`src/rtl/board_ctrl_pkg.sv`:
```
package board_ctrl_pkg;

    localparam int DATA_W = 32;
    localparam int ADDR_W = 12;
    localparam int LED_W  = 2;

    localparam logic [ADDR_W-1:0] OFS_LED     = 12'h000;
    localparam logic [ADDR_W-1:0] OFS_BTN     = 12'h008;
    localparam logic [ADDR_W-1:0] OFS_TB_SLOW = 12'h010;
    localparam logic [ADDR_W-1:0] OFS_TB_FAST = 12'h014;
    localparam logic [ADDR_W-1:0] OFS_PCOUNT  = 12'h018;
    localparam logic [ADDR_W-1:0] OFS_PLOAD   = 12'h01C;
    localparam logic [ADDR_W-1:0] OFS_PCUR    = 12'h020;
    localparam logic [ADDR_W-1:0] OFS_MISC    = 12'h04C;

    typedef enum logic [3:0] {
        SEL_NONE,
        SEL_LED,
        SEL_BTN,
        SEL_TB_SLOW,
        SEL_TB_FAST,
        SEL_PCOUNT,
        SEL_PLOAD,
        SEL_PCUR,
        SEL_MISC
    } reg_sel_e;

    typedef enum logic [1:0] {
        PIDX_COUNT = 2'd0,
        PIDX_LOAD  = 2'd1,
        PIDX_CUR   = 2'd2,
        PIDX_NONE  = 2'd3
    } psc_idx_e;

    typedef struct packed {
        logic              sel;
        logic              wr;
        logic [ADDR_W-1:0] addr;
        logic [DATA_W-1:0] wdata;
    } bus_req_t;

    function automatic reg_sel_e decode_offset(input logic [ADDR_W-1:0] a);
        reg_sel_e s;
        case (a)
            OFS_LED:     s = SEL_LED;
            OFS_BTN:     s = SEL_BTN;
            OFS_TB_SLOW: s = SEL_TB_SLOW;
            OFS_TB_FAST: s = SEL_TB_FAST;
            OFS_PCOUNT:  s = SEL_PCOUNT;
            OFS_PLOAD:   s = SEL_PLOAD;
            OFS_PCUR:    s = SEL_PCUR;
            OFS_MISC:    s = SEL_MISC;
            default:     s = SEL_NONE;
        endcase
        return s;
    endfunction

    function automatic psc_idx_e psc_index(input reg_sel_e s);
        psc_idx_e p;
        case (s)
            SEL_PCOUNT: p = PIDX_COUNT;
            SEL_PLOAD:  p = PIDX_LOAD;
            SEL_PCUR:   p = PIDX_CUR;
            default:    p = PIDX_NONE;
        endcase
        return p;
    endfunction

    function automatic logic is_psc(input reg_sel_e s);
        return (s == SEL_PCOUNT) || (s == SEL_PLOAD) || (s == SEL_PCUR);
    endfunction

    function automatic int unsigned div_ratio(input int unsigned clk_hz,
                                              input int unsigned rate_hz);
        int unsigned r;
        r = (rate_hz == 0) ? 1 : clk_hz / rate_hz;
        return (r == 0) ? 1 : r;
    endfunction

endpackage

```
`src/rtl/board_ctrl_tick_div.sv`:
```
module board_ctrl_tick_div #(
    parameter int unsigned DIV = 10
) (
    input  logic clk,
    input  logic rst,
    output logic tick
);
    localparam int unsigned CW = (DIV > 1) ? $clog2(DIV) : 1;

    generate
        if (DIV > 1) begin : g_count
            localparam logic [CW-1:0] LAST = CW'(DIV - 1);
            logic [CW-1:0] cnt_q;

            always_ff @(posedge clk) begin
                if (rst)                cnt_q <= '0;
                else if (cnt_q == LAST) cnt_q <= '0;
                else                    cnt_q <= cnt_q + 1'b1;
            end

            assign tick = (cnt_q == LAST);

            AST_TICK_GAP: assert property (@(posedge clk) disable iff (rst)
                tick |=> !tick);
        end else begin : g_every
            logic unused_ok;
            assign unused_ok = clk ^ rst;
            assign tick = 1'b1;
        end
    endgenerate

endmodule

```
`src/rtl/board_ctrl_timebase.sv`:
```
module board_ctrl_timebase #(
    parameter int unsigned DIV = 10,
    parameter int          W   = 32
) (
    input  logic         clk,
    input  logic         rst,
    input  logic         load,
    input  logic [W-1:0] load_val,
    output logic [W-1:0] value
);
    logic tick;

    board_ctrl_tick_div #(.DIV(DIV)) u_div (
        .clk  (clk),
        .rst  (rst),
        .tick (tick)
    );

    always_ff @(posedge clk) begin
        if (rst)       value <= '0;
        else if (load) value <= load_val;
        else if (tick) value <= value + 1'b1;
    end

    AST_LOAD_WINS: assert property (@(posedge clk) disable iff (rst)
        load |=> value == $past(load_val));
    AST_STEP_ONE: assert property (@(posedge clk) disable iff (rst)
        (tick && !load) |=> value == $past(value) + 1'b1);
    AST_IDLE_HOLD: assert property (@(posedge clk) disable iff (rst)
        (!tick && !load) |=> $stable(value));

endmodule

```
`src/rtl/board_ctrl_decode.sv`:
```
module board_ctrl_decode
    import board_ctrl_pkg::*;
(
    input  bus_req_t req,
    output reg_sel_e reg_sel,
    output logic     rd_stb,
    output logic     wr_stb,
    output logic     psc_hit,
    output psc_idx_e psc_idx
);
    always_comb begin
        reg_sel = decode_offset(req.addr);
        rd_stb  = req.sel && !req.wr;
        wr_stb  = req.sel &&  req.wr;
        psc_hit = req.sel && is_psc(reg_sel);
        psc_idx = psc_index(reg_sel);
    end
endmodule

```
`src/rtl/board_ctrl_regs.sv`:
```
module board_ctrl_regs
    import board_ctrl_pkg::*;
#(
    parameter int unsigned CLK_HZ  = 50_000_000,
    parameter int unsigned SLOW_HZ = 1,
    parameter int unsigned FAST_HZ = 100,
    parameter int          TB_W    = 32
) (
    input  logic              clk,
    input  logic              rst,
    input  logic              bus_sel,
    input  logic              bus_wr,
    input  logic [ADDR_W-1:0] bus_addr,
    input  logic [DATA_W-1:0] bus_wdata,
    output logic [DATA_W-1:0] bus_rdata,
    output logic [LED_W-1:0]  led_o,
    output logic              psc_sel,
    output logic              psc_wr,
    output logic [1:0]        psc_idx,
    output logic [DATA_W-1:0] psc_wdata,
    input  logic [DATA_W-1:0] psc_rdata
);
    localparam int NUM_TB = 2;

    bus_req_t          req;
    reg_sel_e          reg_sel;
    logic              rd_stb, wr_stb, psc_hit;
    psc_idx_e          pidx;
    logic [LED_W-1:0]  led_q;
    logic [DATA_W-1:0] misc_q;
    logic [DATA_W-1:0] rd_mux;
    logic [TB_W-1:0]   tb_val [NUM_TB];

    assign req = '{sel: bus_sel, wr: bus_wr, addr: bus_addr, wdata: bus_wdata};

    board_ctrl_decode u_dec (
        .req     (req),
        .reg_sel (reg_sel),
        .rd_stb  (rd_stb),
        .wr_stb  (wr_stb),
        .psc_hit (psc_hit),
        .psc_idx (pidx)
    );

    // Timebase channels: 0 = slow, 1 = fast
    generate
        for (genvar ch = 0; ch < NUM_TB; ch++) begin : g_tb
            localparam int unsigned RATE = (ch == 0) ? SLOW_HZ : FAST_HZ;
            localparam int unsigned DIV  = div_ratio(CLK_HZ, RATE);
            localparam reg_sel_e    MINE = (ch == 0) ? SEL_TB_SLOW : SEL_TB_FAST;
            logic tb_load;
            logic [TB_W-1:0] tb_out;

            assign tb_load = wr_stb && (reg_sel == MINE);

            board_ctrl_timebase #(.DIV(DIV), .W(TB_W)) u_tb (
                .clk      (clk),
                .rst      (rst),
                .load     (tb_load),
                .load_val (bus_wdata[TB_W-1:0]),
                .value    (tb_out)
            );

            assign tb_val[ch] = tb_out;
        end
    endgenerate

    // Local storage registers
    always_ff @(posedge clk) begin
        if (rst) begin
            led_q  <= '0;
            misc_q <= '0;
        end else if (wr_stb) begin
            if (reg_sel == SEL_LED)  led_q  <= bus_wdata[LED_W-1:0];
            if (reg_sel == SEL_MISC) misc_q <= bus_wdata;
        end
    end

    assign led_o = led_q;

    // Read selection
    always_comb begin
        case (reg_sel)
            SEL_LED:     rd_mux = DATA_W'(led_q);
            SEL_BTN:     rd_mux = '0;
            SEL_TB_SLOW: rd_mux = DATA_W'(tb_val[0]);
            SEL_TB_FAST: rd_mux = DATA_W'(tb_val[1]);
            SEL_PCOUNT,
            SEL_PLOAD,
            SEL_PCUR:    rd_mux = psc_rdata;
            SEL_MISC:    rd_mux = misc_q;
            default:     rd_mux = '0;
        endcase
    end

    always_ff @(posedge clk) begin
        if (rst)         bus_rdata <= '0;
        else if (rd_stb) bus_rdata <= rd_mux;
    end

    // Forwarding to the prescaled counter unit
    assign psc_sel   = psc_hit;
    assign psc_wr    = psc_hit && bus_wr;
    assign psc_idx   = pidx;
    assign psc_wdata = bus_wdata;

    AST_RDATA_HOLD: assert property (@(posedge clk) disable iff (rst)
        !(bus_sel && !bus_wr) |=> $stable(bus_rdata));
    AST_UNMAPPED_ZERO: assert property (@(posedge clk) disable iff (rst)
        (bus_sel && !bus_wr && decode_offset(bus_addr) == SEL_NONE) |=> bus_rdata == '0);
    AST_BTN_ZERO: assert property (@(posedge clk) disable iff (rst)
        (bus_sel && !bus_wr && bus_addr == OFS_BTN) |=> bus_rdata == '0);
    AST_LED_WRITE: assert property (@(posedge clk) disable iff (rst)
        (bus_sel && bus_wr && bus_addr == OFS_LED) |=> led_o == $past(bus_wdata[LED_W-1:0]));
    AST_PSC_ONLY_ON_STROBE: assert property (@(posedge clk) disable iff (rst)
        psc_sel |-> bus_sel);

endmodule

```
`config.mk`:
```
export PLATFORM = sky130hd
export DESIGN_NAME = board_ctrl_regs
export DESIGN_NICKNAME = d
export VERILOG_FILES = /design/src/rtl/board_ctrl_pkg.sv /design/src/rtl/board_ctrl_tick_div.sv /design/src/rtl/board_ctrl_timebase.sv /design/src/rtl/board_ctrl_decode.sv /design/src/rtl/board_ctrl_regs.sv
export SDC_FILE = /design/constraint.sdc
export NUM_CORES = 1
export LEC_CHECK = 0
export ABC_AREA = 0
export BUFFER_PORTS_ARGS = -buffer_cell sky130_fd_sc_hd__buf_4
export CAP_MARGIN = 40
export CORE_MARGIN = 1
export CORE_UTILIZATION = 40
export DETAILED_ROUTE_END_ITERATION = 8
export PLACE_DENSITY = 0.6
export SYNTH_ARGS = -nofsm -noshare
export SYNTH_HDL_FRONTEND = slang
export SYNTH_SLANG_ARGS = --single-unit
```
`constraint.sdc`:
```
create_clock -name clk -period 2.1 [get_ports clk]
set_clock_uncertainty 0.05 [all_clocks]
set_input_delay 0.315 -clock clk [delete_from_list [all_inputs] [get_ports clk]]
set_output_delay 0.315 -clock clk [all_outputs]
set_load 0.005 [all_outputs]
```
==> run summary <==
Top FF cell, synth = dfxtp_1
Total core area = 21300 um^2
Worst R2R Start = g_tb[0].u_tb.u_div.g_count.cnt_q[0]
Overflow after GRT = 0
Vias per cell = 5.56
Hold-fix buffers, CTS = 0
Drt first pass iters = 8
Minimum clock period = 2.02 ns
Relative slew slack = 71.6%
Hold Slack = 0.0588 ns
Clock root buffer = clkbuf_16
Final setup violation count = 0
Clk pin slew, worst setup/hold paths = 0.07 ns
Drt initial violations = 767
Port bufs = 149
Vias = 8426
Largest net degree at the start of global routing = 65
CP Max Fanout = 8
CP required = 2.41 ns
CP Data Arrival Time = 2.32 ns
Mapped Area = 8770 um^2
Asr flop ratio synth = 0%
Num CTS Buffers = 17
DRC = 0
TritonCTS Sinks = 175
Share of cells above drive strength 1 = 27.4%
Vias in the first global route = 7869
Tcrit/Tclk final = 96.0%
Most common cell after layout, fill and taps aside = buf_4
Post-synth top area share = 39.9%
Hold Path Sink = g_tb[1].u_tb.value[17]
Max_cap viols = 0
GRT Total Usage = 23.1%
Syn_nets = 1141
Hold Path Origin = bus_wdata[17]
Startpoint types = flip-flop
Antenna-violating nets left = 0
Power Dens Cells = 626 nW/um^2
CTS tree = built
Sequential fraction of the synthesis area = 39.9%
Max VDD drop = 0.551 mV
Antenna cells = 0
CP Capture Type = flip-flop
Hold Vio Cnt, Final = 0
Commonest non-fill, non-tap cells in the layout = buf_4, dfxtp_1, nand2_1
Routability cong. = 0.812
TNS Setup = 0 ns
Ports = 150
Latest clock arrival within the worst-skew pair = 0.44 ns
First-pass GRT wire length = 40.8 mm
Transition time of the tightest slew-check pin = 0.426 ns
Outcome = completed
Fmax = 0.496 GHz
R2R cell count = 9
Starting Density = 41.2%
Wirelength per Cell = 17.1 um
Die Area = 22500 um^2
HPWL Detailed = 18.0 mm
Power Total = 7.17 mW
Leakage = 4.15 nW
Synth area leader = dfxtp_1
Hold depth = 3
Reg2reg setup slack = 0.08 ns
Initial antenna violation count = 0
Syn Area/Cell = 8.30 um^2
Synth Instances = 1057
Synth warnings = 0
Register bit total from synthesis = 175
Layout net count = 1311
CTS H-tree depth = 4
FP Rows = 53
Chip width = 150 um
EDFF count, synth = 0
Ranking of synthesized cells by area = dfxtp_1, nand2_1, xnor2_1, a211oi_1, nor2_1
Setup CP Type = flip-flop to flip-flop
Die height = 150 um
Routed WL = 25.9 mm
Max Slew Vio Count = 0
Area growth from synthesis to layout = 30.5%
HP Class = primary input to flip-flop
Reg-to-reg critical path endpoint = g_tb[0].u_tb.value[19]
Count of cell types in the netlist = 51
Worst-case clock buffer depth = 2
==> cell usage after synthesis (all sizes together), types with 7 or more instances <==
| cell | n |
|---|---|
| and3 | 20 |
| a211oi | 63 |
| clkbuf | 54 |
| nand2 | 130 |
| inv | 18 |
| nand4 | 21 |
| dfxtp | 175 |
| o21ai | 35 |
| or3 | 11 |
| a222oi | 30 |
| buf | 52 |
| nor4 | 19 |
| nand3 | 45 |
| nor3 | 31 |
| a21oi | 68 |
| a22oi | 30 |
| xor2 | 41 |
| nor2 | 102 |
| xnor2 | 53 |
| and4 | 7 |
==> kinds of logic after synthesis <==
logic type,share of synthesized area (%)
and+or+nand+nor,23.8
AOI/OAI and AO/OA,18.6
DFF,39.9
buffers and inverters,6.97
xor gates and xnor gates,9.38
muxes,0.684
adders and majority gates,0.570
==> cell type report <==
type	count	area [um^2]
Multi-Input combinational cell	758	4820
Clock buffer	19	453
Sequential cell	175	3510
Inverter	18	67.6
Tap cell	275	344
Timing Repair Buffer	257	2080
Fill cell	2003	9830
Clock inverter	13	185
==> routing by layer <==
layer | GRT usage, % | share of wire [%] | vias to the layer above | routed length (um)
met5 | 0 | 0 | - | 0
met4 | 7.37 | 1.5 | 0 | 394
met3 | 3.52 | 5.3 | 29 | 1360
met2 | 37.3 | 46 | 249 | 11900
met1 | 31.6 | 47 | 4034 | 12200
li1 | - | - | 4114 | -
==> worst max-delay path, stage by stage, from the launching register on <==
cell and delay, ns:
dfxtp_2 0.33, ha_2 0.18, and4_4 0.25, nand4_4 0.14, nor4b_4 0.29, buf_6 0.18
buf_4 0.12, nand2_1 0.05, xor2_1 0.14, a211oi_1 0.21
==> through the flow <==
step	area [um^2]	setup slack, ns	instances	util [%]
floorplan	8770	0.0192	1057	-
global placement	10700	-0.0604	1480	50.0
detailed placement	10700	-0.104	1480	50.0
CTS	11300	0.00699	1512	53.1
global route	11500	-0.00155	1515	53.8
finish	11500	0.0835	1515	53.8
==> worst max path at each step <==
| stage | startpoint | to | slack [ns] | depth (start not counted) |
|---|---|---|---|---|
| 2_1_floorplan | g_tb[0].u_tb.u_div.g_count.cnt_q[0] | g_tb[0].u_tb.value[25] | 0.02 | 8 |
| 3_3_place_gp | bus_addr[11] | g_tb[0].u_tb.value[30] | -0.06 | 7 |
| 3_5_place_dp | bus_addr[11] | bus_rdata[9] | -0.10 | 9 |
| 4_1_cts | bus_addr[11] | psc_wr | 0.007 | 8 |
| 5_1_grt | g_tb[1].u_tb.u_div.g_count.cnt_q[0] | g_tb[1].u_tb.value[18] | -0.002 | 9 |
| 6_report | g_tb[0].u_tb.u_div.g_count.cnt_q[0] | g_tb[0].u_tb.value[19] | 0.08 | 9 |
==> state kept, by name (all words and copies together) (netlist names) <==
register and cells:
g_tb.u_tb.value 64, bus_rdata 32, g_tb.u_tb.u_div.g_count.cnt_q 45, misc_q 32, led_o 2
==> where the power goes <==
| group | total (mW) | switching (mW) | internal (mW) |
|---|---|---|---|
| clock | 3.45 | 1.39 | 2.06 |
| sequential | 3.33 | 0.00640 | 3.33 |
| combinational | 0.383 | 0.199 | 0.183 |
| total | 7.17 | 1.60 | 5.57 |
==> repair_timing <==
action,4_1_cts,5_1_grt
resized for setup,3,30
endpoints found under the setup margin,8,38
pin swaps,0,8
gates cloned,0,0
setup buffers,0,3
Power figures use the tool's default switching activity.
